--- config.mk ---
export PLATFORM = sky130hd
export DESIGN_NAME = ow_cmd_seq
export DESIGN_NICKNAME = d
export VERILOG_FILES = /design/src/rtl/owseq_pkg.sv /design/src/rtl/ow_bus_map.sv /design/src/rtl/ow_poll_judge.sv /design/src/rtl/ow_cmd_seq.sv
export SDC_FILE = /design/constraint.sdc
export NUM_CORES = 1
export LEC_CHECK = 0
export ABC_CLOCK_PERIOD_IN_PS = 3810
export CORE_MARGIN = 8
export CORE_UTILIZATION = 41
export DETAILED_ROUTE_END_ITERATION = 10
export GPL_ROUTABILITY_DRIVEN = 1
export PLACE_DENSITY = 0.75
export SKIP_CTS_REPAIR_TIMING = 1
export SLEW_MARGIN = 10
export SYNTH_ARGS = -nofsm -noshare
export SYNTH_HDL_FRONTEND = slang
export SYNTH_SLANG_ARGS = --single-unit
--- constraint.sdc ---
create_clock -name clk -period 3.81 [get_ports clk]
set_input_delay 0.5715 -clock clk [delete_from_list [all_inputs] [get_ports clk]]
set_output_delay 0.5715 -clock clk [all_outputs]
set_load 0.01 [all_outputs]
--- src/rtl/owseq_pkg.sv ---
package owseq_pkg;

    localparam int HALF_W    = 16;
    localparam int REG_SLOTS = 6;
    localparam int READY_BIT = 7;

    typedef enum logic [2:0] {
        ST_IDLE = 3'd0,
        ST_REGS = 3'd1,
        ST_PTR  = 3'd2,
        ST_FILL = 3'd3,
        ST_EXEC = 3'd4,
        ST_POLL = 3'd5,
        ST_DONE = 3'd6
    } seq_state_e;

    // overlay word offsets
    localparam logic [7:0] OFS_CODE    = 8'h40;
    localparam logic [7:0] OFS_DATA    = 8'h42;
    localparam logic [7:0] OFS_ADDR_LO = 8'h44;
    localparam logic [7:0] OFS_ADDR_HI = 8'h45;
    localparam logic [7:0] OFS_CNT_LO  = 8'h48;
    localparam logic [7:0] OFS_CNT_HI  = 8'h49;
    localparam logic [7:0] OFS_BUFPTR  = 8'h08;
    localparam logic [7:0] OFS_EXEC    = 8'h60;
    localparam logic [7:0] OFS_STATUS  = 8'h66;

    // operation codes
    localparam logic [15:0] OP_ERASE   = 16'h0020;
    localparam logic [15:0] OP_WPROG   = 16'h0041;
    localparam logic [15:0] OP_WOVER   = 16'h0042;
    localparam logic [15:0] OP_LOCK    = 16'h0061;
    localparam logic [15:0] OP_UNLOCK  = 16'h0062;
    localparam logic [15:0] OP_BPROG   = 16'h00E9;
    localparam logic [15:0] OP_BOVER   = 16'h00EA;

    localparam logic [15:0] EXEC_GO    = 16'h0001;

    function automatic logic op_buffered(input logic [15:0] c);
        return (c == OP_BPROG) || (c == OP_BOVER);
    endfunction

    function automatic logic op_known(input logic [15:0] c);
        return op_buffered(c) || (c == OP_ERASE) || (c == OP_WPROG) ||
               (c == OP_WOVER) || (c == OP_LOCK) || (c == OP_UNLOCK);
    endfunction

    // register slot sequence position -> overlay offset
    function automatic logic [7:0] slot_offset(input logic [2:0] s);
        case (s)
            3'd0:    return OFS_CODE;
            3'd1:    return OFS_DATA;
            3'd2:    return OFS_ADDR_LO;
            3'd3:    return OFS_ADDR_HI;
            3'd4:    return OFS_CNT_LO;
            default: return OFS_CNT_HI;
        endcase
    endfunction

endpackage

--- src/rtl/ow_bus_map.sv ---
module ow_bus_map
    import owseq_pkg::*;
#(
    parameter int                ADDR_W    = 32,
    parameter logic [ADDR_W-1:0] BASE_ADDR = '0
) (
    input  seq_state_e          state,
    input  logic [2:0]          slot,
    input  logic                dev,
    input  logic                pair,
    input  logic [15:0]         code,
    input  logic [31:0]         data,
    input  logic [31:0]         addr,
    input  logic [31:0]         count,
    input  logic [HALF_W-1:0]   ptr,
    input  logic [31:0]         fill_idx,
    input  logic [HALF_W-1:0]   fill_word,
    output logic [ADDR_W-1:0]   bus_addr,
    output logic [HALF_W-1:0]   bus_wdata,
    output logic                bus_we
);

    // overlay register byte address for a device lane
    function automatic logic [ADDR_W-1:0] reg_at(input logic [7:0] ofs,
                                                 input logic two_dev,
                                                 input logic hi_dev);
        logic [ADDR_W-1:0] scaled;
        scaled = two_dev ? ADDR_W'({ofs, 2'b00}) : ADDR_W'({ofs, 1'b0});
        return BASE_ADDR + scaled + (hi_dev ? ADDR_W'(2) : '0);
    endfunction

    logic [HALF_W-1:0] slot_value;

    always_comb begin
        case (slot)
            3'd0:    slot_value = code;
            3'd1:    slot_value = dev ? data[31:16] : data[15:0];
            3'd2:    slot_value = addr[15:0];
            3'd3:    slot_value = addr[31:16];
            3'd4:    slot_value = count[15:0];
            default: slot_value = count[31:16];
        endcase
    end

    always_comb begin
        bus_addr  = '0;
        bus_wdata = '0;
        bus_we    = 1'b0;
        case (state)
            ST_REGS: begin
                bus_addr  = reg_at(slot_offset(slot), pair, dev);
                bus_wdata = slot_value;
                bus_we    = 1'b1;
            end
            ST_PTR: begin
                bus_addr  = reg_at(OFS_BUFPTR, pair, 1'b0);
            end
            ST_FILL: begin
                bus_addr  = BASE_ADDR + ADDR_W'(ptr) + ADDR_W'(fill_idx);
                bus_wdata = fill_word;
                bus_we    = 1'b1;
            end
            ST_EXEC: begin
                bus_addr  = reg_at(OFS_EXEC, pair, dev);
                bus_wdata = EXEC_GO;
                bus_we    = 1'b1;
            end
            ST_POLL: begin
                bus_addr  = reg_at(OFS_STATUS, pair, dev);
            end
            default: ;
        endcase
    end

endmodule

--- src/rtl/ow_poll_judge.sv ---
module ow_poll_judge
    import owseq_pkg::*;
#(
    parameter int POLL_W = 16
) (
    input  logic              pair,
    input  logic              lo_rdy,
    input  logic              now_rdy,
    input  logic [POLL_W-1:0] fails,
    input  logic [POLL_W-1:0] limit,
    output logic              ready,
    output logic              give_up
);

    localparam int LANES = 2;

    logic [LANES-1:0] lane_ok;
    logic [LANES-1:0] lane_used;
    logic [POLL_W:0]  rounds_done;

    // lane 0 is the first device (or the only one), lane 1 the second
    for (genvar g = 0; g < LANES; g++) begin : g_lane
        if (g == 0) begin : g_first
            assign lane_ok[g]   = pair ? lo_rdy : now_rdy;
            assign lane_used[g] = 1'b1;
        end else begin : g_second
            assign lane_ok[g]   = now_rdy;
            assign lane_used[g] = pair;
        end
    end

    assign ready       = &(lane_ok | ~lane_used);
    assign rounds_done = {1'b0, fails} + 1'b1;
    assign give_up     = !ready && (rounds_done >= {1'b0, limit});

endmodule

--- src/rtl/ow_cmd_seq.sv ---
module ow_cmd_seq
    import owseq_pkg::*;
#(
    parameter int                ADDR_W    = 32,
    parameter int                POLL_W    = 16,
    parameter logic [ADDR_W-1:0] BASE_ADDR = '0
) (
    input  logic                clk,
    input  logic                rst_n,
    input  logic                pair_mode,
    input  logic [POLL_W-1:0]   poll_limit,
    input  logic                req_valid,
    output logic                req_ack,
    input  logic [15:0]         req_code,
    input  logic [31:0]         req_data,
    input  logic [31:0]         req_addr,
    input  logic [31:0]         req_count,
    input  logic                buf_valid,
    output logic                buf_ready,
    input  logic [HALF_W-1:0]   buf_data,
    output logic                mem_req,
    output logic                mem_we,
    output logic [ADDR_W-1:0]   mem_addr,
    output logic [HALF_W-1:0]   mem_wdata,
    input  logic                mem_wait,
    input  logic [HALF_W-1:0]   mem_rdata,
    output logic                done,
    output logic                done_err
);

    localparam logic [2:0] LAST_SLOT = 3'(REG_SLOTS - 1);

    typedef struct packed {
        seq_state_e         st;
        logic [2:0]         slot;
        logic               dev;
        logic               pair;
        logic [15:0]        code;
        logic [31:0]        data;
        logic [31:0]        addr;
        logic [31:0]        count;
        logic [HALF_W-1:0]  ptr;
        logic [31:0]        fill_n;
        logic               lo_rdy;
        logic [POLL_W-1:0]  fails;
        logic               err;
    } ctx_t;

    ctx_t ctx_d, ctx_q;

    logic xfer;
    logic rdy_now;
    logic stop_now;
    logic last_lane;

    ow_bus_map #(
        .ADDR_W    (ADDR_W),
        .BASE_ADDR (BASE_ADDR)
    ) u_map (
        .state     (ctx_q.st),
        .slot      (ctx_q.slot),
        .dev       (ctx_q.dev),
        .pair      (ctx_q.pair),
        .code      (ctx_q.code),
        .data      (ctx_q.data),
        .addr      (ctx_q.addr),
        .count     (ctx_q.count),
        .ptr       (ctx_q.ptr),
        .fill_idx  (ctx_q.fill_n),
        .fill_word (buf_data),
        .bus_addr  (mem_addr),
        .bus_wdata (mem_wdata),
        .bus_we    (mem_we)
    );

    ow_poll_judge #(
        .POLL_W (POLL_W)
    ) u_judge (
        .pair    (ctx_q.pair),
        .lo_rdy  (ctx_q.lo_rdy),
        .now_rdy (mem_rdata[READY_BIT]),
        .fails   (ctx_q.fails),
        .limit   (poll_limit),
        .ready   (rdy_now),
        .give_up (stop_now)
    );

    assign mem_req = (ctx_q.st == ST_REGS) || (ctx_q.st == ST_PTR) ||
                     (ctx_q.st == ST_EXEC) || (ctx_q.st == ST_POLL) ||
                     ((ctx_q.st == ST_FILL) && buf_valid);
    assign xfer      = mem_req && !mem_wait;
    assign last_lane = !ctx_q.pair || ctx_q.dev;
    assign done      = (ctx_q.st == ST_DONE);
    assign done_err  = done && ctx_q.err;

    always_comb begin
        ctx_d     = ctx_q;
        req_ack   = 1'b0;
        buf_ready = 1'b0;
        case (ctx_q.st)
            ST_IDLE: begin
                if (req_valid) begin
                    req_ack      = 1'b1;
                    ctx_d.code   = req_code;
                    ctx_d.data   = req_data;
                    ctx_d.addr   = req_addr;
                    ctx_d.count  = req_count;
                    ctx_d.pair   = pair_mode;
                    ctx_d.slot   = '0;
                    ctx_d.dev    = 1'b0;
                    ctx_d.fill_n = '0;
                    ctx_d.fails  = '0;
                    ctx_d.err    = !op_known(req_code);
                    ctx_d.st     = op_known(req_code) ? ST_REGS : ST_DONE;
                end
            end
            ST_REGS: begin
                if (xfer) begin
                    if (ctx_q.slot == LAST_SLOT) begin
                        ctx_d.slot = '0;
                        if (!last_lane) begin
                            ctx_d.dev = 1'b1;
                        end else begin
                            ctx_d.dev = 1'b0;
                            ctx_d.st  = op_buffered(ctx_q.code) ? ST_PTR : ST_EXEC;
                        end
                    end else begin
                        ctx_d.slot = ctx_q.slot + 3'd1;
                    end
                end
            end
            ST_PTR: begin
                if (xfer) begin
                    ctx_d.ptr    = mem_rdata;
                    ctx_d.fill_n = '0;
                    ctx_d.st     = (ctx_q.count == '0) ? ST_EXEC : ST_FILL;
                end
            end
            ST_FILL: begin
                buf_ready = xfer;
                if (xfer) begin
                    ctx_d.fill_n = ctx_q.fill_n + 32'd1;
                    if (ctx_q.fill_n + 32'd1 == ctx_q.count) begin
                        ctx_d.st = ST_EXEC;
                    end
                end
            end
            ST_EXEC: begin
                if (xfer) begin
                    if (!last_lane) begin
                        ctx_d.dev = 1'b1;
                    end else begin
                        ctx_d.dev   = 1'b0;
                        ctx_d.fails = '0;
                        ctx_d.st    = ST_POLL;
                    end
                end
            end
            ST_POLL: begin
                if (xfer) begin
                    if (!last_lane) begin
                        ctx_d.lo_rdy = mem_rdata[READY_BIT];
                        ctx_d.dev    = 1'b1;
                    end else begin
                        ctx_d.dev = 1'b0;
                        if (rdy_now) begin
                            ctx_d.st = ST_DONE;
                        end else if (stop_now) begin
                            ctx_d.st  = ST_DONE;
                            ctx_d.err = 1'b1;
                        end else begin
                            ctx_d.fails = ctx_q.fails + 1'b1;
                        end
                    end
                end
            end
            ST_DONE: begin
                ctx_d.st = ST_IDLE;
            end
            default: begin
                ctx_d.st = ST_IDLE;
            end
        endcase
    end

    always_ff @(posedge clk) begin
        if (!rst_n) begin
            ctx_q <= '0;
        end else begin
            ctx_q <= ctx_d;
        end
    end

    AST_IDLE_QUIET: assert property (@(posedge clk) disable iff (!rst_n)
        (ctx_q.st == ST_IDLE) |-> !mem_req && !buf_ready);

    AST_ACK_ONCE: assert property (@(posedge clk) disable iff (!rst_n)
        req_ack |=> !req_ack);

    AST_EXEC_WORD: assert property (@(posedge clk) disable iff (!rst_n)
        (mem_req && ctx_q.st == ST_EXEC) |-> mem_we && (mem_wdata == EXEC_GO));

    AST_DONE_AFTER_READ: assert property (@(posedge clk) disable iff (!rst_n)
        (done && !done_err) |-> $past(mem_req && !mem_wait && !mem_we));

    AST_REJECT_QUIET: assert property (@(posedge clk) disable iff (!rst_n)
        (req_ack && !op_known(req_code)) |=> done && done_err && !mem_req);

    AST_BUS_HOLD: assert property (@(posedge clk) disable iff (!rst_n)
        (mem_req && mem_wait) |=> mem_req && $stable(mem_addr) &&
                                  $stable(mem_we) && $stable(mem_wdata));

    AST_DONE_PULSE: assert property (@(posedge clk) disable iff (!rst_n)
        done |=> !done && !mem_req);

endmodule

# == Word-level counts from Yosys, hierarchy flattened ==
# Cells that the tools add are included.
# classes
n_addsub,8
order_cmp,1
muxes,53
n_div,0
shift,0
reduce_logical,40
n_eq_ne,37
mul,0
n_bitwise,3
# op_table
cell,count
$pmux W32 S5,1
$mux W120,1
$add A32 B32 Y32,3
$mux W32,3
$pmux W16 S3,2
$pmux W32 S3,1
$pmux W16 S5,1
$mux W17,4
$eq A16 B7 Y1 const B,4
$eq A16 B8 Y1 const B,4
$mux W16,4
$mux W3,15
$add A16 B32 Y32,1
$add A32 B1 Y32 const B,1
$eq A32 B32 Y1,1
$logic_not A32 Y1,1
$ne A2 B2 Y1 const B,12
$pmux W4 S5,1
$mux W9,2
$pmux W3 S6,1
$add A16 B1 Y17 const B,1
$ge A17 B16 Y1,1
$add A16 B1 Y16 const B,1
$eq A16 B6 Y1 const B,1
33 further kinds,75
# totals
romBits,0
memories,0
in_bits,166
word_cells,155
latchBits,0
ff_bits,186
ramBits,0

# == Longest topological paths before layout ==
# Gate-level depths: netlist of the first run.
# depth
depth_word,10
ltp_mapped,17
mapped_depth_nobuf,15

# == By module ==
# From an unflattened synthesis of the first run, not the netlist that was laid out.
# unflattened
cells_unflattened,1685
hier_area_um2,12565.8
# modules_own_cells
module,cells_per_inst,area_each_um2,seq_area_each_um2,n_inst
ow_cmd_seq,1107,8921.1,3723.6,1
ow_bus_map,474,2939.1,0.0,1
ow_poll_judge,104,705.7,0.0,1

# == Worst setup path after synthesis of the first run ==
# OpenSTA, ideal clock, no wires.
# synth_timing
path_type,flip-flop to flip-flop
from,register ctx_q[1] (netlist name)
to,register ctx_q[4] (netlist name)
stages_incl_launch_ff,17
arrival_time_ps,3768
synth_period_minus_slack_ps,3900
path_slack_ps,-90
setup_ps,131
cell_sequence,dfxtp_1 > ha_1 > and3_1 > nand3_1 > nor2_1 > nand3_1 > xnor2_1 > ha_1 > a21o_1 > a21o_1 > a211o_1 > a221oi_1 > inv_2 > o31a_1 > clkbuf_1 > o311ai_1 > o41ai_1
# synth_between
elab_chain_len,6
elab_cells_between_ends,11
classes_between,add/sub: 2; order compare: 1; eq/ne: 1; mux: 5; reduce/logical: 2
# synth_lines
element,line_no,text
"start, declared",ow_cmd_seq.sv:49,"ctx_t ctx_d, ctx_q;"
"start signal, assigned",ow_cmd_seq.sv:190,ctx_q <= ctx_d;
branches (longest 6 deep; another with $add A16 B1 Y17),n/a,
# Parallel ways; which one is timed is not known. The select of a mux whose other input is x is not followed.
# A chain may end at the register's enable or synchronous reset.

# == Worst setup path in the final report of the first run ==
# layout_timing
from,register ctx_q[18] (netlist name)
to,output mem_addr[26]
# layout_between
elab_chain_len,2
# layout_lines
element,line_no,text
$add A16 B32 Y32,ow_bus_map.sv:59,bus_addr = BASE_ADDR + ADDR_W'(ptr) + ADDR_W'(fill_idx);
$pmux W32 S5,ow_bus_map.sv:49,case (state)
"end, declared",ow_cmd_seq.sv:23,"output logic [ADDR_W-1:0] mem_addr,"
# Every way passes these cells.

==> flow_summary.json, run 1 <==
{
  "synth_warnings": 0,
  "hold_viol": 0,
  "met3_usage": 0.04942,
  "swShare": 0.3921,
  "drive_gt1_frac": 0.08712,
  "crit_chain": "ha_4 -> fa_2 -> a21o_1 -> a21oi_2 -> o211ai_1 -> a41oi_2 -> o211ai_1 -> a21boi_2 -> buf_6 -> or4b_4 -> a21oi_2 -> buf_2",
  "antenna_found_initial": 0,
  "die-area_um2": 33960,
  "setup_viol": 0,
  "hpwl_um": 31500,
  "tightest_slew_ps": 1122,
  "dr.pass1.iters": 5,
  "io_pins": 220,
  "gp_congestion": 0.9547,
  "layout_min_cycle_time_ps": 3746,
  "crit_path_end_kind": "primary output",
  "post-route-drc-count": 0,
  "crit_slowest_cell": "or4b_4",
  "cp.arrival_ps": 3170,
  "die_width_um": 184.3,
  "finalMaxSlewViolations": 0,
  "instances_no_fill": 2203,
  "grt_first_pass_wirelength_um": 65830,
  "synth_edf_count": 0,
  "hold_path.startpoint": "ctx_q[17]",
  "fin_nets": 2016,
  "synth_area_leaders": "dfxtp_1 32%, nand2_1 12%, a21oi_1 9.9%",
  "power.share.combinational": 0.336,
  "path_clk_slew_ps": 70,
  "clock_latency_ps": 450,
  "fin_tns_setup_ps": 0,
  "rsz0062_at_grt": "true",
  "gr-usage-met2": 0.3910,
  "area_growth_pct": 31.26,
  "finalCritPeriodShare": 0.9831,
  "rr_startpoint": "ctx_q[1]",
  "avgSynthCellArea_um2": 7.154,
  "grt_overflow": 0,
  "vias_per_cell": 5.773,
  "cp_slowest_stage_delay_ps": 470,
  "pwr-share-clk": 0.285,
  "grt_start_max_net_pins": 127,
  "yosys.cell_types.count": 70,
  "synth-seq-cells": 186,
  "synthesis.instances": 1623,
  "vias": 12720,
  "p_int_mw": 4.071,
  "coreArea_um2": 27860,
  "synth_top_area_frac": 0.3207,
  "p_sw_mw": 2.625,
  "slew_headroom": 0.2523,
  "routed_wl_um": 42270,
  "wl_per_cell_um": 19.19,
  "whs_ps": 454.9,
  "top_regs": "ctx_q (186)",
  "clockBufferDepth": 2,
  "hold_class": "reg2reg",
  "placement_rows": 61,
  "cp-start-kind": "flop",
  "ctsHtreeMaxLevel": 4,
  "stdcell_area_um2": 15240,
  "cp.required_ps": 3240,
  "ys_async_sr_fraction": 0,
  "yosysSeqAreaShare": 0.3207,
  "cts_buffers": 17,
  "maxCapViolCount": 0,
  "pwr-share-seq": 0.379,
  "p_per_area_nw_per_um2": 439.3,
  "drt_iter0_markers": 1572,
  "peakVddDrop_mv": 0.3259,
  "port_buffers": 219,
  "cp_max_fo": 8,
  "die_h_um": 184.3,
  "clock-root-buffer": "clkbuf_16",
  "crit_type": "reg2out",
  "post-route-util": 0.5471,
  "dpl-instance-area_um2": 14350,
  "p_leak_nw": 5.780,
  "post-place-cells": 2166,
  "met1_usage": 0.3216,
  "synth_top_cell_by_area": "dfxtp_1",
  "crit_start": "ctx_q[18]",
  "track_usage": 0.2410,
  "start_util": 0.4168,
  "regMostFlops": "ctx_q",
  "synth_flop_cell": "dfxtp_1",
  "grt_pass1_vias": 12080,
  "gr-max-usage-layer": "met2",
  "largest_register_ffs": 186,
  "clock-skew-final_ps": 19.96,
  "syn_nets": 1827,
  "status": "finished, final reports clean",
  "drtAntennaViolNets": 0,
  "netlist_area_um2": 11610,
  "fmax_mhz": 267.0,
  "cts_tree": "done",
  "clock-sinks": 186,
  "antenna-diode-count": 0
}
[layout make-up]
cell class                      instances  area (um2)
Sequential cell                       186        3735
Timing Repair Buffer                  288        2746
Tap cell                              378       473.0
Inverter                               37       142.6
Clock inverter                         15       203.9
Multi-Input combinational cell       1282        7515
Clock buffer                           17       425.4
Fill cell                            2667       12620
[final timing paths]
| check | slack [ps] | cells after the start | to |
|---|---|---|---|
| worst min-delay path | 450 | 2 | ctx_q[17] |
| worst max-delay path | 60 | 12 | mem_addr[26] |
| worst min register to register | 450 | 2 | ctx_q[17] |
| worst max register to register | 170 | 15 | ctx_q[4] |
[worst max-delay path: cells and delay by family (launching register included)]
family | cells | cell delay, ps
AO/OA/AOI/OAI | 7 | 1250
AND/OR/NAND/NOR | 1 | 470
flip-flops | 1 | 360
adder cells (fa/ha/maj) | 2 | 350
buffers and inverters | 2 | 300
[cells in the final DEF, fill, tap and decap left out, types with 8 or more instances in the layout]
| cell type | count |
|---|---|
| nor4_1 | 28 |
| o221ai_1 | 13 |
| nand2b_1 | 8 |
| o21ai_1 | 9 |
| xor2_1 | 30 |
| and3_1 | 19 |
| nand3_1 | 41 |
| a31oi_1 | 10 |
| clkbuf_16 | 17 |
| a21o_1 | 8 |
| nor2_1 | 106 |
| buf_4 | 66 |
| mux2i_1 | 40 |
| nand2_1 | 363 |
| a21oi_1 | 225 |
| or3_1 | 19 |
| inv_1 | 32 |
| dlymetal6s2s_1 | 11 |
| dfxtp_1 | 179 |
| nor3_1 | 32 |
| o21ai_0 | 56 |
| o211ai_1 | 20 |
| ha_1 | 34 |
| nand4_1 | 23 |
| and2_1 | 9 |
| xnor2_1 | 44 |
| clkdlybuf4s50_1 | 204 |
| o22a_1 | 8 |
[cells by family (layout without fill, tap and decap cells)]
family | Yosys count | after routing | synth area share
buffers and inverters | 156 | 357 | 0.05194
and+or+nand+nor | 697 | 697 | 0.2735
adders and majority gates | 38 | 38 | 0.04159
DFF | 186 | 186 | 0.3207
muxes | 41 | 41 | 0.03534
AOI/OAI and AO/OA | 429 | 430 | 0.2196
xor gates and xnor gates | 76 | 76 | 0.05733
[layer usage]
metal | vias up | share of wire
li1 | 6103 | -
met4 | 0 | 0.020
met3 | 54 | 0.085
met1 | 5937 | 0.43
met5 | - | 0
met2 | 623 | 0.46
[cells in the mapped netlist (7+ instances only)]
master    count
nand3_1      43
o22ai_1       7
nand2_1     364
o22a_1        8
buf_2        10
buf_1        13
and3_1       20
mux2i_1      41
o221ai_1     13
xnor2_1      46
nand3b_1      7
nand2b_1      8
o21ai_1       9
clkbuf_1     94
a211oi_1      7
nand4_1      23
o211ai_1     20
and2_1        9
dfxtp_1     186
nor4_1       29
a21oi_1     230
a21o_1        8
nor3_1       32
nor2b_1       7
or3_1        19
nor3b_1       7
inv_1        32
xor2_1       30
ha_1         37
nor2_1      107
o21ai_0      56
a31oi_1      12
[stage by stage]
step | total power, mW | setup WS (ps)
2_1_floorplan | 3.891 | 22.85
3_3_place_gp | 4.723 | 27.88
3_5_place_dp | 4.778 | -62.77
4_1_cts | 6.661 | -569.7
5_1_grt | 7.041 | -120.3
6_report | 6.696 | 64.26
[power groups by stage]
stage,clock network (mW),registers [mW],logic (mW)
6_report,1.91,2.53,2.25
5_1_grt,2.00,2.57,2.47
4_1_cts,1.92,2.52,2.22
3_5_place_dp,0,2.57,2.21
3_3_place_gp,0,2.56,2.16
2_1_floorplan,0,2.45,1.45
Power figures use the tool's default switching activity.
==> run 2, diff against run 1 <==
Settings changed: ABC_AREA set to 1.
==> run 2 against run 1 <==
Core utilization is 1.1 points lower. First-iteration DRC count fell by 20%. Synthesized cell count rose by 14%. Power grew 23%. Highest routed layer is now met5. Synthesized area up 1.2%. Largest power group is now combinational logic.
==> flow_summary.json, run 2 <==
{
  "die-area_um2": 34340,
  "finalCritPeriodShare": 0.9670,
  "clock-root-buffer": "clkbuf_16",
  "clock-sinks": 186,
  "whs_ps": 456.0,
  "vias": 13330,
  "synth_commonest_cells": "362 x nand2_1, 262 x nor2_1, 222 x inv_1",
  "coreArea_um2": 28470,
  "cp-start-kind": "flop",
  "io_pins": 220,
  "crit_type": "reg2out",
  "post-route-drc-count": 0,
  "grt_overflow": 0,
  "synthAdderAreaFrac": 0.04109,
  "path_clk_slew_ps": 90,
  "instances_no_fill": 2455,
  "final_common_cell": "nand2_1",
  "hold_class": "reg2reg",
  "synthSimpleGateAreaFrac": 0.3038,
  "clock_latency_ps": 450,
  "synth_compound_area_frac": 0.2163,
  "placement_rows": 62,
  "netlist_area_um2": 11750,
  "layout_min_cycle_time_ps": 3684,
  "largest_register_ffs": 186,
  "ctsHtreeMaxLevel": 4,
  "synth_flop_cell": "dfxtp_1",
  "clock-skew-final_ps": 18.53,
  "regMostFlops": "ctx_q",
  "p_leak_nw": 6.309,
  "maxCapViolCount": 0,
  "drive_gt1_frac": 0.07585,
  "antenna_found_initial": 2,
  "synthMuxAreaShare": 0,
  "die_h_um": 185.3,
  "clockBufferDepth": 2,
  "fmax_mhz": 271.4,
  "track_usage": 0.2470,
  "area_growth_pct": 29.86,
  "p_per_area_nw_per_um2": 538.8,
  "rsz0062_at_grt": "true",
  "post-place-cells": 2419,
  "cp.required_ps": 3240,
  "fin_tns_setup_ps": 0,
  "die_width_um": 185.3,
  "grt_pass1_vias": 12430,
  "slew_headroom": 0.4739,
  "top_regs": "ctx_q (186)",
  "final_cell_mix": "362 x nand2_1, 258 x nor2_1, 221 x inv_1",
  "synth_top_cell_by_area": "dfxtp_1",
  "avgSynthCellArea_um2": 6.343,
  "yosys.cell_types.count": 54,
  "synth_area_leaders": "dfxtp_1 32%, nand2_1 12%, o21ai_0 9.3%",
  "fin_nets": 2261,
  "status": "finished, final reports clean",
  "vias_per_cell": 5.431,
  "crit_path_end_kind": "primary output",
  "cts_tree": "done",
  "cp.arrival_ps": 3110,
  "synth-xor-area-share": 0.02204,
  "nFillCells": 2755,
  "peakVddDrop_mv": 0.3358,
  "synth_top_area_frac": 0.3168,
  "hold_viol": 0,
  "setup_viol": 0,
  "synth_warnings": 0,
  "finalMaxSlewViolations": 0,
  "port_buffers": 219,
  "start_util": 0.4129,
  "synth.most_common_cell": "nand2_1",
  "routed_wl_um": 43310,
  "wl_per_cell_um": 17.64,
  "synth_top_family_by_area": "simple AND/OR/NAND/NOR gates",
  "synth-seq-cells": 186,
  "drtAntennaViolNets": 0,
  "cp_max_fo": 11,
  "yosysSeqAreaShare": 0.3168,
  "synthesis.instances": 1853,
  "ys_async_sr_fraction": 0,
  "dr.pass1.iters": 5,
  "grt_start_max_net_pins": 91,
  "tightest_slew_ps": 769.2,
  "drt_iter0_markers": 1250,
  "grt_first_pass_wirelength_um": 67120,
  "synth_edf_count": 0,
  "syn_nets": 2057,
  "cts_buffers": 17,
  "rrSetupSlack_ps": 390,
  "hpwl_um": 33840,
  "gp_congestion": 0.9280
}
run 2: cell type report:
| cell class | instances | area (um2) | share of cell area |
|---|---|---|---|
| Multi-Input combinational cell | 1360 | 6958 | 0.4559 |
| Sequential cell | 186 | 3732 | 0.2445 |
| Timing Repair Buffer | 265 | 2575 | 0.1687 |
| Inverter | 227 | 858.3 | 0.05623 |
| Tap cell | 384 | 480.5 | 0.03148 |
| Clock buffer | 17 | 425.4 | 0.02787 |
| Clock inverter | 15 | 231.5 | 0.01517 |
| Antenna cell | 1 | 2.502 | 0.0001639 |
run 2: critical path, stage by stage, from the launching register on:
cell             delay (ps)
dfxtp_1                 420
nor2_1                  110
inv_1                   130
nor2_1                   60
buf_4                   160
inv_1                   260
nor2_1                   90
a2111oi_0               600
buf_4                   240
o21ai_0                  90
clkdlybuf4s50_1         500
run 2: per-stage QoR:
step                utilization  area, um2  worst slack (ps)  total power, mW
global placement         0.5078      14460             245.0            6.166
global route             0.5360      15260            -12.67            8.775
floorplan                     -      11750             951.1            4.906
CTS                      0.5309      15110            -318.3            8.192
detailed placement       0.5078      14460             165.4            6.218
finish                   0.5361      15260             125.8            8.225
run 2: where the power goes:
group / internal (mW) / switching [mW]
sequential: 2.41 / 0.330
combinational: 1.29 / 2.22
clock: 0.944 / 1.03
run 2: path summary, 6_finish.rpt:
kind / startpoint / endpoint / depth (start not counted)
worst max-delay path: ctx_q[180] / mem_wdata[9] / 10
worst min-delay path: ctx_q[142] / ctx_q[142] / 2
worst max register to register: ctx_q[4] / ctx_q[14] / 16
worst min register to register: ctx_q[142] / ctx_q[142] / 2
run 2: cells by family (layout without fill, tap and decap cells):
group / Yosys count / in the layout
AND/OR/NAND/NOR: 831 / 831
AO/OA/AOI/OAI: 463 / 463
buffers and inverters: 307 / 524
flip-flops: 186 / 186
adder cells (fa/ha/maj): 38 / 38
XOR/XNOR: 28 / 28
other: 0 / 1
run 2: per-layer routing:
metal	share of wire	GRT usage
met5	0.00030	0
met4	0.028	0.08131
met3	0.082	0.05590
met2	0.46	0.4090
met1	0.43	0.3128
